==> src/rtl/spi_reg_pkg.sv <==
package spi_reg_pkg;

  typedef enum logic [1:0] {
    OP_IDLE  = 2'd0,
    OP_READ  = 2'd1,
    OP_WRITE = 2'd2
  } op_e;

  localparam logic [2:0] OPC_READ  = 3'b010;
  localparam logic [2:0] OPC_WRITE = 3'b011;

  function automatic op_e decode_op(input logic [2:0] field);
    case (field)
      OPC_READ:  return OP_READ;
      OPC_WRITE: return OP_WRITE;
      default:   return OP_IDLE;
    endcase
  endfunction

endpackage

==> src/rtl/spi_reg_sync.sv <==
// Brings CS, SCLK and DIN into the master clock domain and finds SCLK edges.
module spi_reg_sync #(
  parameter int STAGES = 2
) (
  input  logic clk,
  input  logic rst,
  input  logic cs_n,
  input  logic sclk,
  input  logic din,
  output logic cs_act,
  output logic din_q,
  output logic sclk_rise,
  output logic sclk_fall
);

  // bit 2: cs_n, bit 1: sclk, bit 0: din
  localparam logic [2:0] IDLE_V = 3'b100;

  logic [2:0] stg [STAGES];
  logic       sclk_prev;

  always_ff @(posedge clk) begin
    if (rst) begin
      for (int i = 0; i < STAGES; i++) stg[i] <= IDLE_V;
      sclk_prev <= 1'b0;
    end else begin
      stg[0] <= {cs_n, sclk, din};
      for (int i = 1; i < STAGES; i++) stg[i] <= stg[i-1];
      sclk_prev <= stg[STAGES-1][1];
    end
  end

  assign cs_act    = ~stg[STAGES-1][2];
  assign din_q     = stg[STAGES-1][0];
  assign sclk_rise = stg[STAGES-1][1] & ~sclk_prev;
  assign sclk_fall = ~stg[STAGES-1][1] & sclk_prev;

endmodule

==> src/rtl/spi_reg_wdog.sv <==
// Counts master clocks since the last SCLK edge; fires when the limit is reached.
module spi_reg_wdog #(
  parameter int LONG_LIMIT  = 4096,
  parameter int SHORT_LIMIT = 256,
  localparam int CNT_W      = $clog2(LONG_LIMIT)
) (
  input  logic             clk,
  input  logic             rst,
  input  logic             active,
  input  logic             sclk_edge,
  input  logic             short_sel,
  output logic             fire,
  output logic [CNT_W-1:0] cnt
);

  localparam logic [CNT_W-1:0] LONG_M1  = CNT_W'(LONG_LIMIT - 1);
  localparam logic [CNT_W-1:0] SHORT_M1 = CNT_W'(SHORT_LIMIT - 1);

  logic [CNT_W-1:0] limit_m1;

  assign limit_m1 = short_sel ? SHORT_M1 : LONG_M1;
  assign fire     = active && !sclk_edge && (cnt >= limit_m1);

  always_ff @(posedge clk) begin
    if (rst || !active || sclk_edge || fire) cnt <= '0;
    else                                     cnt <= cnt + 1'b1;
  end

endmodule

==> src/rtl/spi_reg_file.sv <==
// Flop-based register file with one write port and a parallel view.
module spi_reg_file #(
  parameter int              DATA_W     = 8,
  parameter int              ADDR_W     = 4,
  parameter int              NUM_REGS   = 4,
  parameter logic [DATA_W-1:0] REG0_RESET = 8'h0A
) (
  input  logic                         clk,
  input  logic                         rst,
  input  logic                         wr_en,
  input  logic [ADDR_W-1:0]            wr_addr,
  input  logic [DATA_W-1:0]            wr_data,
  input  logic [ADDR_W-1:0]            rd_addr,
  output logic [DATA_W-1:0]            rd_data,
  output logic [NUM_REGS*DATA_W-1:0]   regs_flat
);

  for (genvar g = 0; g < NUM_REGS; g++) begin : g_reg
    localparam logic [DATA_W-1:0] RST_V = (g == 0) ? REG0_RESET : '0;
    logic [DATA_W-1:0] q;

    always_ff @(posedge clk) begin
      if (rst)                                     q <= RST_V;
      else if (wr_en && wr_addr == ADDR_W'(g))     q <= wr_data;
    end

    assign regs_flat[g*DATA_W +: DATA_W] = q;
  end

  // Unimplemented addresses read as zero.
  always_comb begin
    rd_data = '0;
    for (int i = 0; i < NUM_REGS; i++)
      if (rd_addr == ADDR_W'(i)) rd_data = regs_flat[i*DATA_W +: DATA_W];
  end

endmodule

==> src/rtl/spi_reg_slave.sv <==
// Serial register port: command byte, then one data byte in or out.
module spi_reg_slave
  import spi_reg_pkg::*;
#(
  parameter int                DATA_W      = 8,
  parameter int                ADDR_W      = 4,
  parameter int                NUM_REGS    = 4,
  parameter int                LONG_LIMIT  = 4096,
  parameter int                SHORT_LIMIT = 256,
  parameter int                SYNC_STAGES = 2,
  parameter int                SEL_BIT     = 4,
  parameter logic [DATA_W-1:0] REG0_RESET  = 8'h0A
) (
  input  logic                       clk,
  input  logic                       rst,
  input  logic                       cs_n,
  input  logic                       sclk,
  input  logic                       din,
  output logic                       dout,
  output logic                       dout_oe,
  output logic [NUM_REGS*DATA_W-1:0] reg_q
);

  localparam int XFER_BITS = 2 * DATA_W;
  localparam int BC_W      = $clog2(XFER_BITS + 1);
  localparam int CNT_W     = $clog2(LONG_LIMIT);

  localparam logic [BC_W-1:0] BC_CMD_LAST  = BC_W'(DATA_W - 1);
  localparam logic [BC_W-1:0] BC_DATA_FST  = BC_W'(DATA_W);
  localparam logic [BC_W-1:0] BC_XFER_LAST = BC_W'(XFER_BITS - 1);
  localparam logic [BC_W-1:0] BC_DONE      = BC_W'(XFER_BITS);

  // synchronised inputs
  logic cs_act, din_q, sclk_rise, sclk_fall;

  // watchdog
  logic             wd_fire;
  logic [CNT_W-1:0] wd_cnt;
  logic             short_sel;

  // transfer state
  logic [BC_W-1:0]   bit_cnt;
  logic [DATA_W-2:0] cmd_sh;
  logic [DATA_W-2:0] wr_sh;
  logic [DATA_W-1:0] tx_sh;
  logic [DATA_W-1:0] cmd_next;
  logic [DATA_W-1:0] byte_next;
  op_e               op_q;
  op_e               op_dec;
  logic [ADDR_W-1:0] addr_q;
  logic              abort;

  // register file port
  logic              wr_en;
  logic [DATA_W-1:0] wr_data;
  logic [DATA_W-1:0] rd_data;

  logic dout_q, oe_q;

  spi_reg_sync #(.STAGES(SYNC_STAGES)) u_sync (
    .clk       (clk),
    .rst       (rst),
    .cs_n      (cs_n),
    .sclk      (sclk),
    .din       (din),
    .cs_act    (cs_act),
    .din_q     (din_q),
    .sclk_rise (sclk_rise),
    .sclk_fall (sclk_fall)
  );

  spi_reg_wdog #(.LONG_LIMIT(LONG_LIMIT), .SHORT_LIMIT(SHORT_LIMIT)) u_wdog (
    .clk       (clk),
    .rst       (rst),
    .active    (cs_act),
    .sclk_edge (sclk_rise | sclk_fall),
    .short_sel (short_sel),
    .fire      (wd_fire),
    .cnt       (wd_cnt)
  );

  spi_reg_file #(
    .DATA_W     (DATA_W),
    .ADDR_W     (ADDR_W),
    .NUM_REGS   (NUM_REGS),
    .REG0_RESET (REG0_RESET)
  ) u_regs (
    .clk       (clk),
    .rst       (rst),
    .wr_en     (wr_en),
    .wr_addr   (addr_q),
    .wr_data   (wr_data),
    .rd_addr   (cmd_next[ADDR_W-1:0]),
    .rd_data   (rd_data),
    .regs_flat (reg_q)
  );

  assign short_sel = reg_q[SEL_BIT];
  assign abort     = !cs_act || wd_fire;
  assign cmd_next  = {cmd_sh, din_q};
  assign byte_next = {wr_sh, din_q};
  assign op_dec    = decode_op(cmd_next[DATA_W-1 -: 3]);

  always_ff @(posedge clk) begin
    if (rst || abort) begin
      bit_cnt <= '0;
      cmd_sh  <= '0;
      wr_sh   <= '0;
      tx_sh   <= '0;
      op_q    <= OP_IDLE;
      addr_q  <= '0;
      wr_en   <= 1'b0;
      wr_data <= '0;
    end else begin
      wr_en <= 1'b0;
      if (sclk_rise && bit_cnt != BC_DONE) begin
        bit_cnt <= bit_cnt + 1'b1;
        if (bit_cnt < BC_DATA_FST) begin
          cmd_sh <= cmd_next[DATA_W-2:0];
          if (bit_cnt == BC_CMD_LAST) begin
            op_q   <= op_dec;
            addr_q <= cmd_next[ADDR_W-1:0];
            if (op_dec == OP_READ) tx_sh <= rd_data;
          end
        end else begin
          wr_sh <= byte_next[DATA_W-2:0];
          if (bit_cnt == BC_XFER_LAST && op_q == OP_WRITE) begin
            wr_en   <= 1'b1;
            wr_data <= byte_next;
          end
        end
      end
      if (sclk_fall) tx_sh <= {tx_sh[DATA_W-2:0], 1'b0};
    end
  end

  always_ff @(posedge clk) begin
    if (rst || !cs_act) dout_q <= 1'b0;
    else if (sclk_fall) dout_q <= tx_sh[DATA_W-1];
    oe_q <= rst ? 1'b0 : cs_act;
  end

  assign dout    = dout_q;
  assign dout_oe = oe_q;

endmodule

==> config.mk <==
export PLATFORM = sky130hd
export DESIGN_NAME = spi_reg_slave
export DESIGN_NICKNAME = d
export VERILOG_FILES = /design/src/rtl/spi_reg_pkg.sv /design/src/rtl/spi_reg_sync.sv /design/src/rtl/spi_reg_wdog.sv /design/src/rtl/spi_reg_file.sv /design/src/rtl/spi_reg_slave.sv
export SDC_FILE = /design/constraint.sdc
export NUM_CORES = 1
export LEC_CHECK = 0
export BUFFER_PORTS_ARGS = -buffer_cell sky130_fd_sc_hd__buf_2
export CAP_MARGIN = 20
export CORE_UTILIZATION = 63
export DETAILED_ROUTE_END_ITERATION = 8
export GPL_TIMING_DRIVEN = 0
export PLACE_DENSITY = 0.89
export SETUP_SLACK_MARGIN = 0.05
export SYNTH_ARGS = -nofsm -noshare
export SYNTH_HDL_FRONTEND = slang
export SYNTH_SLANG_ARGS = --single-unit
==> constraint.sdc <==
create_clock -name clk -period 5.1 [get_ports clk]
set_input_delay 1.02 -clock clk [delete_from_list [all_inputs] [get_ports clk]]
set_output_delay 1.02 -clock clk [all_outputs]
set_load 0.05 [all_outputs]
==> flow_summary.toml, run 1 <==
[grt]
grt_pass1_wl_um = 14500
grt_pass1_vias = 3032
grt_use_total = 0.294
grt_max_degree = 16
antenna_found_initial = 0
grt-ovfl-total = 0

[yosys]
synth_warnings = 0
ys.flop_type = "dfxtp_1"
ys_seq_area_frac = 0.481
synth_area_mm2 = 0.00395
ys_ff_latch = 95
synth_edf_count = 0
synthArstFlopShare = 0
avgSynthCellArea_um2 = 9.35
yosysUniqueCellTypes = 43
synthesis.nets = 438
syn_inst = 423

[place]
pre_cts_ws_ns = 2.89
io_buffer_count = 38
place_hpwl_um = 6420
placed_area_mm2 = 0.00424
place_congestion = 0.801

[worst_setup_path]
critical_path_required_ns = 4.08
end_kind = "output pin"
cp_max_fo = 7
startpoint_type = "flop"
path_class = "reg -> out"
path_cells = "buf_4 -> buf_2"
crit_slowest_cell = "dfxtp_1"
max_stage_delay_ns = 0.52
arrival_ns = 1.31

[die]
io_pins = 39
dieHeight_um = 81.2
core-area_mm2 = 0.00599
rows = 28
initial_core_util = 0.660
die-area_mm2 = 0.00660
die_x_um = 81.2

[timing]
relSlewSlack = 0.564
slew_viol_final = 0
setup_slack_ns = 2.77
period_needed_ns = 2.33
tightest_slew_ns = 0.652
finalSetupViolCount = 0
max_freq_ghz = 0.429
hold_slack_ns = 0.417
rsz0062_at_grt = "no"
min_period_over_period = 0.457
fin_tns_setup_ns = 0
worst_clock_skew_ns = 0.0104
finalHoldViolations = 0

[clock_tree]
clkTransAtPathRegs_ns = 0.09
h-tree-depth = 3
clkLatencyLatePin_ns = 0.38
clock_path_buffers = 2
cts_resized = 0
cts_setup_buffers = 0
clock-sinks = 95
root_buffer = "clkbuf_8"
cts_tree = "done"
cts_buffers = 9
cts_hold_buf = 0

[drt]
drtIter0Drc = 238
wl_per_cell_um = 16.0
viasPerCell = 5.87
wl_um = 8820
remaining_drc_errors = 0
vias = 3234
first_pass_iters = 4
postRouteAntennaNets = 0

[power_and_ir_drop]
p_per_area_mw_per_mm2 = 275
p_leak_nw = 1.67
ir_drop_mv = 0.201

[final_layout]
final_common_cell = "dfxtp_1"
drive_above_1_share = 0.185
area_growth_pct = 11.3
diodes = 0
num-fill-cells = 442
fin_nets = 487
mostFrequentLayoutCells = "dfxtp_1 (95), nor2_1 (56), buf_2 (46)"
fin_area_mm2 = 0.00440

[run_status]
status = "complete, no violations"

[flow_run]
drv_cap = 0

[worst_hold_path]
hp-class = "reg -> reg"
==> worst paths after layout <==
check	from	to	slack, ns	cells past startpoint
max reg2reg	u_sync.sclk_prev	tx_sh[7]	2.85	8
max	u_regs.g_reg[0].q[4]	reg_q[4]	2.77	2
min	u_sync.stg[0][2]	u_sync.stg[0][5]	0.42	1
min reg2reg	u_sync.stg[0][2]	u_sync.stg[0][5]	0.42	1
==> Yosys cell counts (all sizes together) (2+ instances only) <==
cell | count | share of area
nor2b | 6 | 0.0095
o221ai | 7 | 0.016
o21ai | 9 | 0.011
a21oi | 37 | 0.047
xor2 | 3 | 0.0066
nor2 | 56 | 0.053
nand3 | 15 | 0.019
nor3b | 2 | 0.0051
inv | 12 | 0.011
or2 | 3 | 0.0047
nand2b | 3 | 0.0047
nor4 | 4 | 0.010
ha | 10 | 0.032
or3b | 5 | 0.011
nor3 | 6 | 0.010
clkbuf | 11 | 0.010
a211o | 2 | 0.0044
nand2 | 43 | 0.041
xnor2 | 10 | 0.022
nand4 | 5 | 0.0079
mux2i | 34 | 0.086
dfxtp | 95 | 0.48
mux2 | 14 | 0.040
buf | 11 | 0.017
or3 | 2 | 0.0032
a22oi | 7 | 0.013
==> final cells by class <==
type,instances,area (µm²),share of cell area
inverter,12,45.0,0.0102
multi-input combinational,294,1900,0.432
timing repair buffer,38,190,0.0432
clock buffer,10,128,0.0290
tap,75,93.8,0.0213
clock inverter,5,35.0,0.00796
buffer,22,108,0.0245
sequential,95,1900,0.432
==> cell families after synthesis <==
kind of cell,synth area share
compound gates,0.107
xor+xnor,0.0288
fa+ha+maj,0.0316
buf+inv,0.0386
flops,0.481
mux,0.126
simple gates,0.187
==> per-layer routing <==
layer	track usage	routed length, µm	vias to the layer above
met5	0	0	-
li1	-	-	1557
met1	0.345	3690	1557
met4	0.154	307	0
met3	0.0494	423	24
met2	0.510	4410	96
==> per-stage QoR <==
stage | power [W] | instances | util
after floorplan | 0.000783 | 423 | -
after global placement | 0.000791 | 536 | 0.707
after detailed placement | 0.000792 | 536 | 0.707
after CTS | 0.00121 | 551 | 0.735
after global routing | 0.00125 | 551 | 0.735
final | 0.00121 | 551 | 0.735
==> registers in the layout (all words and copies together) (netlist names) <==
signal / flops
dout: 1
u_sync.sclk_prev: 1
u_wdog.cnt: 12
op_q: 2
u_regs.g.q: 32
wr_sh: 7
wr_en: 1
tx_sh: 8
addr_q: 4
bit_cnt: 5
dout_oe: 1
u_sync.stg: 6
cmd_sh: 7
wr_data: 8
==> power by group <==
group | leakage (nW) | switching, W | internal (W) | total, W
combinational | 0.822 | 0.0000202 | 0.00000961 | 0.0000298
sequential | 0.766 | 0.00000127 | 0.000744 | 0.000745
clock | 0.0825 | 0.000260 | 0.000175 | 0.000436
==> worst max-delay path, delay by kind of cell, from the launching register on <==
| kind | cells | cell delay, ns |
|---|---|---|
| buf+inv | 2 | 0.42 |
| flops | 1 | 0.52 |
Note: power is estimated with default switching activity, not from simulation.
==> inputs of run 2 (changes only) <==
--- a/config.mk
+++ b/config.mk
@@ -7,10 +7,10 @@
 export LEC_CHECK = 0
 export BUFFER_PORTS_ARGS = -buffer_cell sky130_fd_sc_hd__buf_2
 export CAP_MARGIN = 20
-export CORE_UTILIZATION = 63
+export CORE_UTILIZATION = 58
 export DETAILED_ROUTE_END_ITERATION = 8
 export GPL_TIMING_DRIVEN = 0
-export PLACE_DENSITY = 0.89
+export PLACE_DENSITY = 0.83
 export SETUP_SLACK_MARGIN = 0.05
 export SYNTH_ARGS = -nofsm -noshare
 export SYNTH_HDL_FRONTEND = slang
==> constraint.sdc (replaced) <==
create_clock -name clk -period 2.38 [get_ports clk]
set_input_delay 0.476 -clock clk [delete_from_list [all_inputs] [get_ports clk]]
set_output_delay 0.476 -clock clk [all_outputs]
set_load 0.05 [all_outputs]
==> flow_summary.toml, run 2 (synthesis gave the netlist of run 1 again) <==
[worst_setup_path]
path_class = "reg -> reg"
max_stage_delay_ns = 0.56
r2r_cells = 6
crit_slowest_cell = "or4_1"
arrival_ns = 2.43
rrSetupSlack_ns = 0.21
end_kind = "flop"
reg2reg_to = "wr_sh[0]"
reg2reg_from = "u_regs.g_reg[0].q[4]"
startpoint_type = "flop"
crit_top_cell = "nand3_1"
critical_path_required_ns = 2.64
path_cells = "ha_1 -> nand3_1 -> or4_1 -> nand3_1 -> buf_2 -> a21oi_1"
cp_max_fo = 10

[die]
die-area_mm2 = 0.00715
core-area_mm2 = 0.00646
io_pins = 39
rows = 29
initial_core_util = 0.612
dieHeight_um = 84.6
die_x_um = 84.6

[drt]
first_pass_iters = 6
postRouteAntennaNets = 0
wl_per_cell_um = 15.6
remaining_drc_errors = 5
wl_um = 8660
drtIter0Drc = 201
vias = 3166
viasPerCell = 5.71

[worst_hold_path]
whs_path_depth = 2
holdPathEnd = "u_sync.stg[0][2]"
hp-start = "cs_n"
hp-class = "in -> reg"

[clock_tree]
clock-sinks = 95
cts_resized = 0
clkLatencyLatePin_ns = 0.38
clock_path_buffers = 2
cts_hold_buf = 0
clkTransAtPathRegs_ns = 0.10
cts_setup_buffers = 0
root_buffer = "clkbuf_8"
cts_buffers = 9
cts_tree = "done"
h-tree-depth = 3

[timing]
period_needed_ns = 2.17
min_period_over_period = 0.912
worst_clock_skew_ns = 0.0142
finalHoldViolations = 0
tightest_slew_ns = 0.719
max_freq_ghz = 0.460
fin_tns_setup_ns = 0
relSlewSlack = 0.521
finalSetupViolCount = 0
rsz0062_at_grt = "no"
slew_viol_final = 0
hold_slack_ns = 0.288

[run_status]
status = "finished, violations left"
violations = "design-rule violations"

[final_layout]
diodes = 0
largest_reg_flops = 32
top_register = "u_regs.g.q"
drive_above_1_share = 0.189
mostFrequentLayoutCells = "dfxtp_1 (95), nor2_1 (56), buf_2 (46)"
num-fill-cells = 503
reg_top3 = "u_regs.g.q: 32 flops, u_wdog.cnt: 12 flops"
area_growth_pct = 11.9
fin_nets = 487
final_common_cell = "dfxtp_1"

[power_and_ir_drop]
sw_frac_of_total = 0.248
p_per_area_mw_per_mm2 = 606
p_leak_nw = 1.68
seqPwrFrac = 0.595
ir_drop_mv = 0.449
total_power_w = 0.00268
power.net_switching_w = 0.000665
clockPowerShare = 0.381
p_int_w = 0.00202
comb_power_share = 0.024

[grt]
grt_pass1_vias = 3058
grt_pass1_wl_um = 14200
antenna_found_initial = 0
grt-ovfl-total = 0
grt_max_degree = 19
grt_use_total = 0.255

[flow_run]
drv_cap = 0

[place]
io_buffer_count = 38
place_congestion = 0.802
place_hpwl_um = 6070
==> run 2: cell count changes in the layout (fill, tap and decap cells not counted), sizes merged <==
cell,change
clkbuf,-1
clkinv,-2
inv,+4
==> run 2: area by class of cell <==
type,instances,area [µm²],area share
Multi-Input combinational cell,294,1900,0.429
Buffer,22,108,0.0243
Timing Repair Buffer,38,190,0.0430
Clock buffer,9,124,0.0280
Tap cell,77,96.3,0.0218
Clock inverter,7,61.3,0.0139
Inverter,12,45.0,0.0102
Sequential cell,95,1900,0.430
==> run 2: worst max-delay path by stage <==
| stage | from | to | depth (start not counted) |
|---|---|---|---|
| after floorplan | u_sync.sclk_prev | tx_sh[1] | 8 |
| after global placement | u_sync.sclk_prev | tx_sh[7] | 8 |
| after detailed placement | u_sync.sclk_prev | tx_sh[2] | 8 |
| after CTS | u_sync.sclk_prev | tx_sh[2] | 8 |
| after global routing | u_regs.g_reg[0].q[4] | wr_sh[0] | 6 |
| final | u_regs.g_reg[0].q[4] | wr_sh[0] | 6 |
==> run 2: routing by layer <==
metal  global-route usage  share of wire  wire, µm
met1                0.313           0.44      3800
met2                0.437           0.50      4300
met3               0.0511          0.049       424
met4                0.105          0.016       142
met5                    0              0         0
==> run 2: power by group through the flow <==
stage,combinational [W],clock [W],sequential (W)
after floorplan,0.0000425,0,0.00164
after global placement,0.0000624,0,0.00163
after detailed placement,0.0000634,0,0.00163
after CTS,0.0000640,0.00103,0.00160
after global routing,0.0000698,0.00110,0.00160
final,0.0000645,0.00102,0.00160
==> run 2: per-stage QoR <==
step | cell area (µm²) | cells | util | setup slack (ns)
finish | 4430 | 554 | 0.685 | 0.208
global route | 4430 | 554 | 0.685 | 0.0882
CTS | 4430 | 554 | 0.685 | 0.210
detailed placement | 4240 | 538 | 0.657 | 0.243
global placement | 4240 | 538 | 0.657 | 0.258
floorplan | 3950 | 423 | - | 0.548
==> run 2: worst max-delay path, delay by kind of cell, from the launching register on <==
kind,cells,cell delay (ns)
buf+inv,1,0.31
flops,1,0.42
compound gates,1,0.07
fa+ha+maj,1,0.35
simple gates,3,0.90
